**src/rtl/dual_dac_front.sv**
```systemverilog
module dual_dac_front #(
  parameter int DW = 14
) (
  input  logic          clk,
  input  logic          rst,
  input  logic          dual_mode,
  input  logic [DW-1:0] a_data,
  input  logic          a_wr,
  input  logic          a_upd,
  input  logic [DW-1:0] b_data,
  input  logic          b_wr,
  input  logic          b_upd,
  output logic [DW-1:0] a_code,
  output logic [DW-1:0] a_code_n,
  output logic [DW-1:0] b_code,
  output logic [DW-1:0] b_code_n
);
  logic [DW-1:0] a_stage, b_stage;
  logic          wr_sel;
  logic          upd_ph;

  assign a_code_n = ~a_code;
  assign b_code_n = ~b_code;

  always_ff @(posedge clk) begin
    if (rst) begin
      a_stage <= '0;
      b_stage <= '0;
      a_code  <= '0;
      b_code  <= '0;
      wr_sel  <= 1'b0;
      upd_ph  <= 1'b0;
    end else if (dual_mode) begin
      if (a_wr)  a_stage <= a_data;
      if (a_upd) a_code  <= a_stage;
      if (b_wr)  b_stage <= b_data;
      if (b_upd) b_code  <= b_stage;
    end else begin
      if (a_wr) begin
        if (wr_sel) b_stage <= a_data;
        else        a_stage <= a_data;
        wr_sel <= ~wr_sel;
      end
      if (a_upd) begin
        if (upd_ph) begin
          a_code <= a_stage;
          b_code <= b_stage;
        end
        upd_ph <= ~upd_ph;
      end
    end
  end

  p_hold_a_r4: assert property (@(posedge clk) disable iff (rst)
    (dual_mode && !a_upd) |=> $stable(a_code));
  p_hold_b_r4: assert property (@(posedge clk) disable iff (rst)
    (dual_mode && !b_upd) |=> $stable(b_code));
  p_load_a_r5: assert property (@(posedge clk) disable iff (rst)
    (dual_mode && a_upd) |=> (a_code == $past(a_stage)));
  p_load_b_r5: assert property (@(posedge clk) disable iff (rst)
    (dual_mode && b_upd) |=> (b_code == $past(b_stage)));
  p_stage_keep_r3: assert property (@(posedge clk) disable iff (rst)
    (dual_mode && !a_wr) |=> $stable(a_stage));
  p_il_skip_r8: assert property (@(posedge clk) disable iff (rst)
    (!dual_mode && !(a_upd && upd_ph)) |=> ($stable(a_code) && $stable(b_code)));
  p_il_pair_r8: assert property (@(posedge clk) disable iff (rst)
    (!dual_mode && a_upd && upd_ph) |=>
      (a_code == $past(a_stage) && b_code == $past(b_stage)));
  p_il_ignore_r9: assert property (@(posedge clk) disable iff (rst)
    (!dual_mode && !a_wr) |=> ($stable(a_stage) && $stable(b_stage)));
  p_il_one_r7: assert property (@(posedge clk) disable iff (rst)
    (!dual_mode && a_wr) |=> ($stable(a_stage) != $stable(b_stage) || $past(a_data) == (wr_sel ? $past(a_stage) : $past(b_stage))));
  p_clear_r10: assert property (@(posedge clk)
    rst |=> (a_code == '0 && b_code == '0 && a_stage == '0 && b_stage == '0));
endmodule

```
**config.mk**
```make
export PLATFORM = sky130hd
export DESIGN_NAME = dual_dac_front
export DESIGN_NICKNAME = d
export VERILOG_FILES = /design/src/rtl/dual_dac_front.sv
export SDC_FILE = /design/constraint.sdc
export NUM_CORES = 1
export LEC_CHECK = 0
export BUFFER_PORTS_ARGS = -buffer_cell sky130_fd_sc_hd__buf_4
export CAP_MARGIN = 20
export CORE_MARGIN = 2
export CORE_UTILIZATION = 44
export DETAILED_ROUTE_END_ITERATION = 16
export GPL_ROUTABILITY_DRIVEN = 0
export PLACE_DENSITY_LB_ADDON = 0.15
export RECOVER_POWER = 25
export SYNTH_ARGS = -nofsm -noshare
export SYNTH_HDL_FRONTEND = slang
export SYNTH_SLANG_ARGS = --single-unit
```
**constraint.sdc**
```tcl
create_clock -name clk -period 1.3 [get_ports clk]
set_input_delay 0.195 -clock clk [delete_from_list [all_inputs] [get_ports clk]]
set_output_delay 0.195 -clock clk [all_outputs]
set_load 0.005 [all_outputs]
```
== Word-level counts from Yosys, hierarchy flattened ==
Index checks and enable logic that the tools add are counted.
Word-level totals
  register bits after elaboration: 58
  input port bits: 35
Operators by class
  eq/ne operators: 3
  mux-type cells: 16
  bitwise gates (word level): 5
  reductions and logical operators: 10
Operators by type and width (number)
  14-bit two-way mux: 16
  14-bit inverter: 2
  2-bit AND reduction: 4
  2-bit nonzero test: 4
  3-bit AND reduction: 2
  2-bit by 1-bit inequality test with 1-bit output (second input constant): 2
  1-bit inverter: 3
  2-bit inequality test (second input constant): 1

== Depth between registers and ports, before layout ==
  depth in word-level cells: 3
  gate-level depth with buffers: 6
  mapped depth without buffers: 3

== Least setup slack after synthesis ==
No wires, ideal clock.
  path kind: register to register
  start point: reg wr_sel
  end point: reg b_stage[10]
  setup time: 80 ps
  data arrival time: 1224 ps
  slack: -4 ps
  cell stages (with the launch flop): 7
  buffers on the path: 3
  cell sequence: dfxtp_1 -> and3b_1 -> clkbuf_2 -> or2_1 -> buf_2 -> buf_6 -> a211oi_2
On the way
  cells in the longest elaborated chain, start to end: 2
RTL lines
  start: declaration: RTL line 19  | logic wr_sel;
  start signal: assignment: RTL line 42  | wr_sel <= ~wr_sel;
  2-bit nonzero test (no line)
  3-bit AND reduction (no line)
  end signal: assignment: RTL line 36  | if (b_wr) b_stage <= b_data;
  end signal: assignment: RTL line 40  | if (wr_sel) b_stage <= a_data;
  end: declaration: RTL line 18  | logic [DW-1:0] a_stage, b_stage;
No other way between the ends.
A chain may end at the register's enable or synchronous reset.

== Worst setup path after layout ==
  start point: reg wr_sel
  end point: reg b_stage[0]
The elaborated chain is that of the path after synthesis.

==> metrics.yaml <==
outcome: "finished clean"
start_util: 0.4490
antenna_cells: 0
grt_pass1_vias: 2187
finalNetCount: 420
cts_buffer_depth: 2
cts_hold_buffers: 0
p_leak_nw: 1.399
grt_max_degree: 23
cp-start-kind: "flip-flop"
drtIter0Drc: 109
syn_area_um2: 2442
antenna_found_initial: 0
setup_viol: 0
core-area_um2: 5439
worstSetupEndpointType: "flip-flop"
hp-start: "a_data[5]"
drtAntennaViolNets: 0
worstPathRequired_ns: 1.54
post-route-period-util: 0.9447
synth_ff_type: "dfxtp_1"
slew_headroom: 0.6492
place_inst: 446
drive_gt1_frac: 0.3308
clock_sinks: 58
clock_skew_ns: 0.005182
port_buffers: 90
cts_tree: "built"
synthesis.nets: 331
numCtsBuffers: 9
io-pin-count: 91
ys_types: 25
cp_num_buf_inv: 1
crit_fanout: 14
synth_seq_cells: 58
whs_ns: 0.1292
hold_path_class: "in2reg"
avgSynthCellArea_um2: 8.251
vias_per_cell: 5.149
irDropWorstVdd_v: 0.0009557
routed_wl_mm: 6.101
ys_seq_area_frac: 0.4754
overflow: 0
rows: 27
clk_latency_ns: 0.33
rr_startpoint: "wr_sel"
rsz0062_at_grt: "no"
root_buffer: "clkbuf_8"
crit_start: "wr_sel"
cpPeakStageDelay_ns: 0.33
cp.arrival_ns: 1.47
cp_slowest_cell: "dfxtp_2"
hpwl_mm: 4.363
first_pass_iters: 5
worstPathCellList: "and3b_1, or2_1, buf_12, a211oi_1"
hold_viol: 0
tns_ns: 0
drcViolationCount: 0
h-tree-depth: 3
grt_use_total: 0.2036
maxCapViolCount: 0
drv_slew: 0
grt_pass1_wl_mm: 9.887
synth_edf_count: 0
fin_cells: 462
wl_per_cell_um: 13.21
power_mw: 4.692
area_growth_pct: 43.34
worst_path_dominant_cell_family: "simple AND/OR/NAND/NOR gates"
syn_inst: 296
power_density_nw_per_um2: 1340
min_period_ns: 1.228
max_freq_mhz: 814.3
die_h_um: 78.51
path_class: "reg2reg"
num_vias: 2379
async_flop_share: 0
die_area_um2: 6163
die_w_um: 78.51
clk_pin_slew_ns: 0.07
tightestPinTransition_ns: 0.5249
yosysWarningCount: 0
cts_setup_buffers: 0
-- synthesized netlist by cell type (all sizes together), types with 2 or more instances --
library cell / count / area share
nand2: 29 / 0.045
and2: 2 / 0.0051
nor2b: 2 / 0.0051
nand3: 28 / 0.057
dfxtp: 58 / 0.48
clkbuf: 18 / 0.028
buf: 6 / 0.014
and3b: 2 / 0.0072
mux2i: 14 / 0.057
nor3: 14 / 0.029
a211oi: 14 / 0.064
inv: 29 / 0.045
a21oi: 43 / 0.088
o21ai: 30 / 0.061
-- metal layers --
layer,part of all wire,up-vias,global-route usage
li1,-,1185,-
met1,0.46,1113,0.2667
met2,0.45,72,0.3128
met3,0.068,9,0.06322
met4,0.016,0,0.07895
met5,0,-,0
-- cell type report --
type	count	area, um^2
well taps	72	90.09
clock inverters	5	125.1
multi-input cells	185	1070
inverters	29	108.9
clock buffers	11	141.4
fillers	480	1938
flip-flops and latches	58	1162
repair buffers	102	803.3
-- final timing paths --
| path | to | depth (start not counted) | slack [ns] |
|---|---|---|---|
| min reg2reg | a_code[13] | 2 | 0.45 |
| min | a_stage[5] | 3 | 0.13 |
| max | b_stage[0] | 4 | 0.07 |
| max reg2reg | b_stage[0] | 4 | 0.07 |
-- logic make-up (layout without fill, tap and decap cells) --
kind of cell    after synthesis  in the layout  share of synthesized area
simple gates                 82             82                     0.1604
compound gates               88             88                     0.2162
flops                        58             58                     0.4754
mux                          14             14                    0.05738
xor+xnor                      1              1                   0.003587
buf+inv                      53            147                    0.08708
-- power breakdown --
group	switching (mW)	internal [mW]	total, mW
Clock	0.716	1.52	2.23
Sequential	0.0525	1.87	1.92
Combinational	0.267	0.269	0.536
-- state kept, by name, summed over array words and instances, names as in the netlist --
name     cells
a_code      14
a_stage     14
b_code      14
b_stage     14
upd_ph       1
wr_sel       1
-- cells in the final DEF, fill, tap and decap left out --
master,instances
nand3b_1,1
nand2_1,29
and2_1,2
nand3_1,28
o21a_2,1
mux2i_1,14
clkinv_2,1
nor2b_1,2
nor2_1,1
dfxtp_1,57
a21oi_1,43
buf_12,3
xnor2_1,1
buf_4,73
dfxtp_2,1
a211oi_2,10
clkbuf_1,1
o21ai_0,30
or3_1,1
clkbuf_8,10
bufinv_16,4
inv_1,29
nor3_1,14
or2_1,1
clkbuf_4,26
and3b_1,2
nand2b_1,1
a211oi_1,4
-- metrics by stage --
stage | setup slack [ns] | area [um^2] | utilization
after floorplan | -0.001167 | 2444 | -
after global placement | 0.1113 | 3233 | 0.5944
after detailed placement | 0.03161 | 3233 | 0.5944
after CTS | 0.07353 | 3500 | 0.6434
after global routing | 0.01421 | 3501 | 0.6437
final | 0.07194 | 3501 | 0.6437
-- what timing repair did --
action                                 in CTS  in global routing
setup endpoints to repair                   0                 14
gates resized for setup                     0                  1
endpoints found under the hold margin       0                  0
-- worst min-delay path, delay by kind of cell --
| kind | cells | cell delay [ns] |
|---|---|---|
| buffers and inverters | 1 | 0.12 |
| AO/OA/AOI/OAI | 1 | 0.05 |
| AND/OR/NAND/NOR | 1 | 0.06 |
Note: power is estimated with default switching activity, not from simulation.
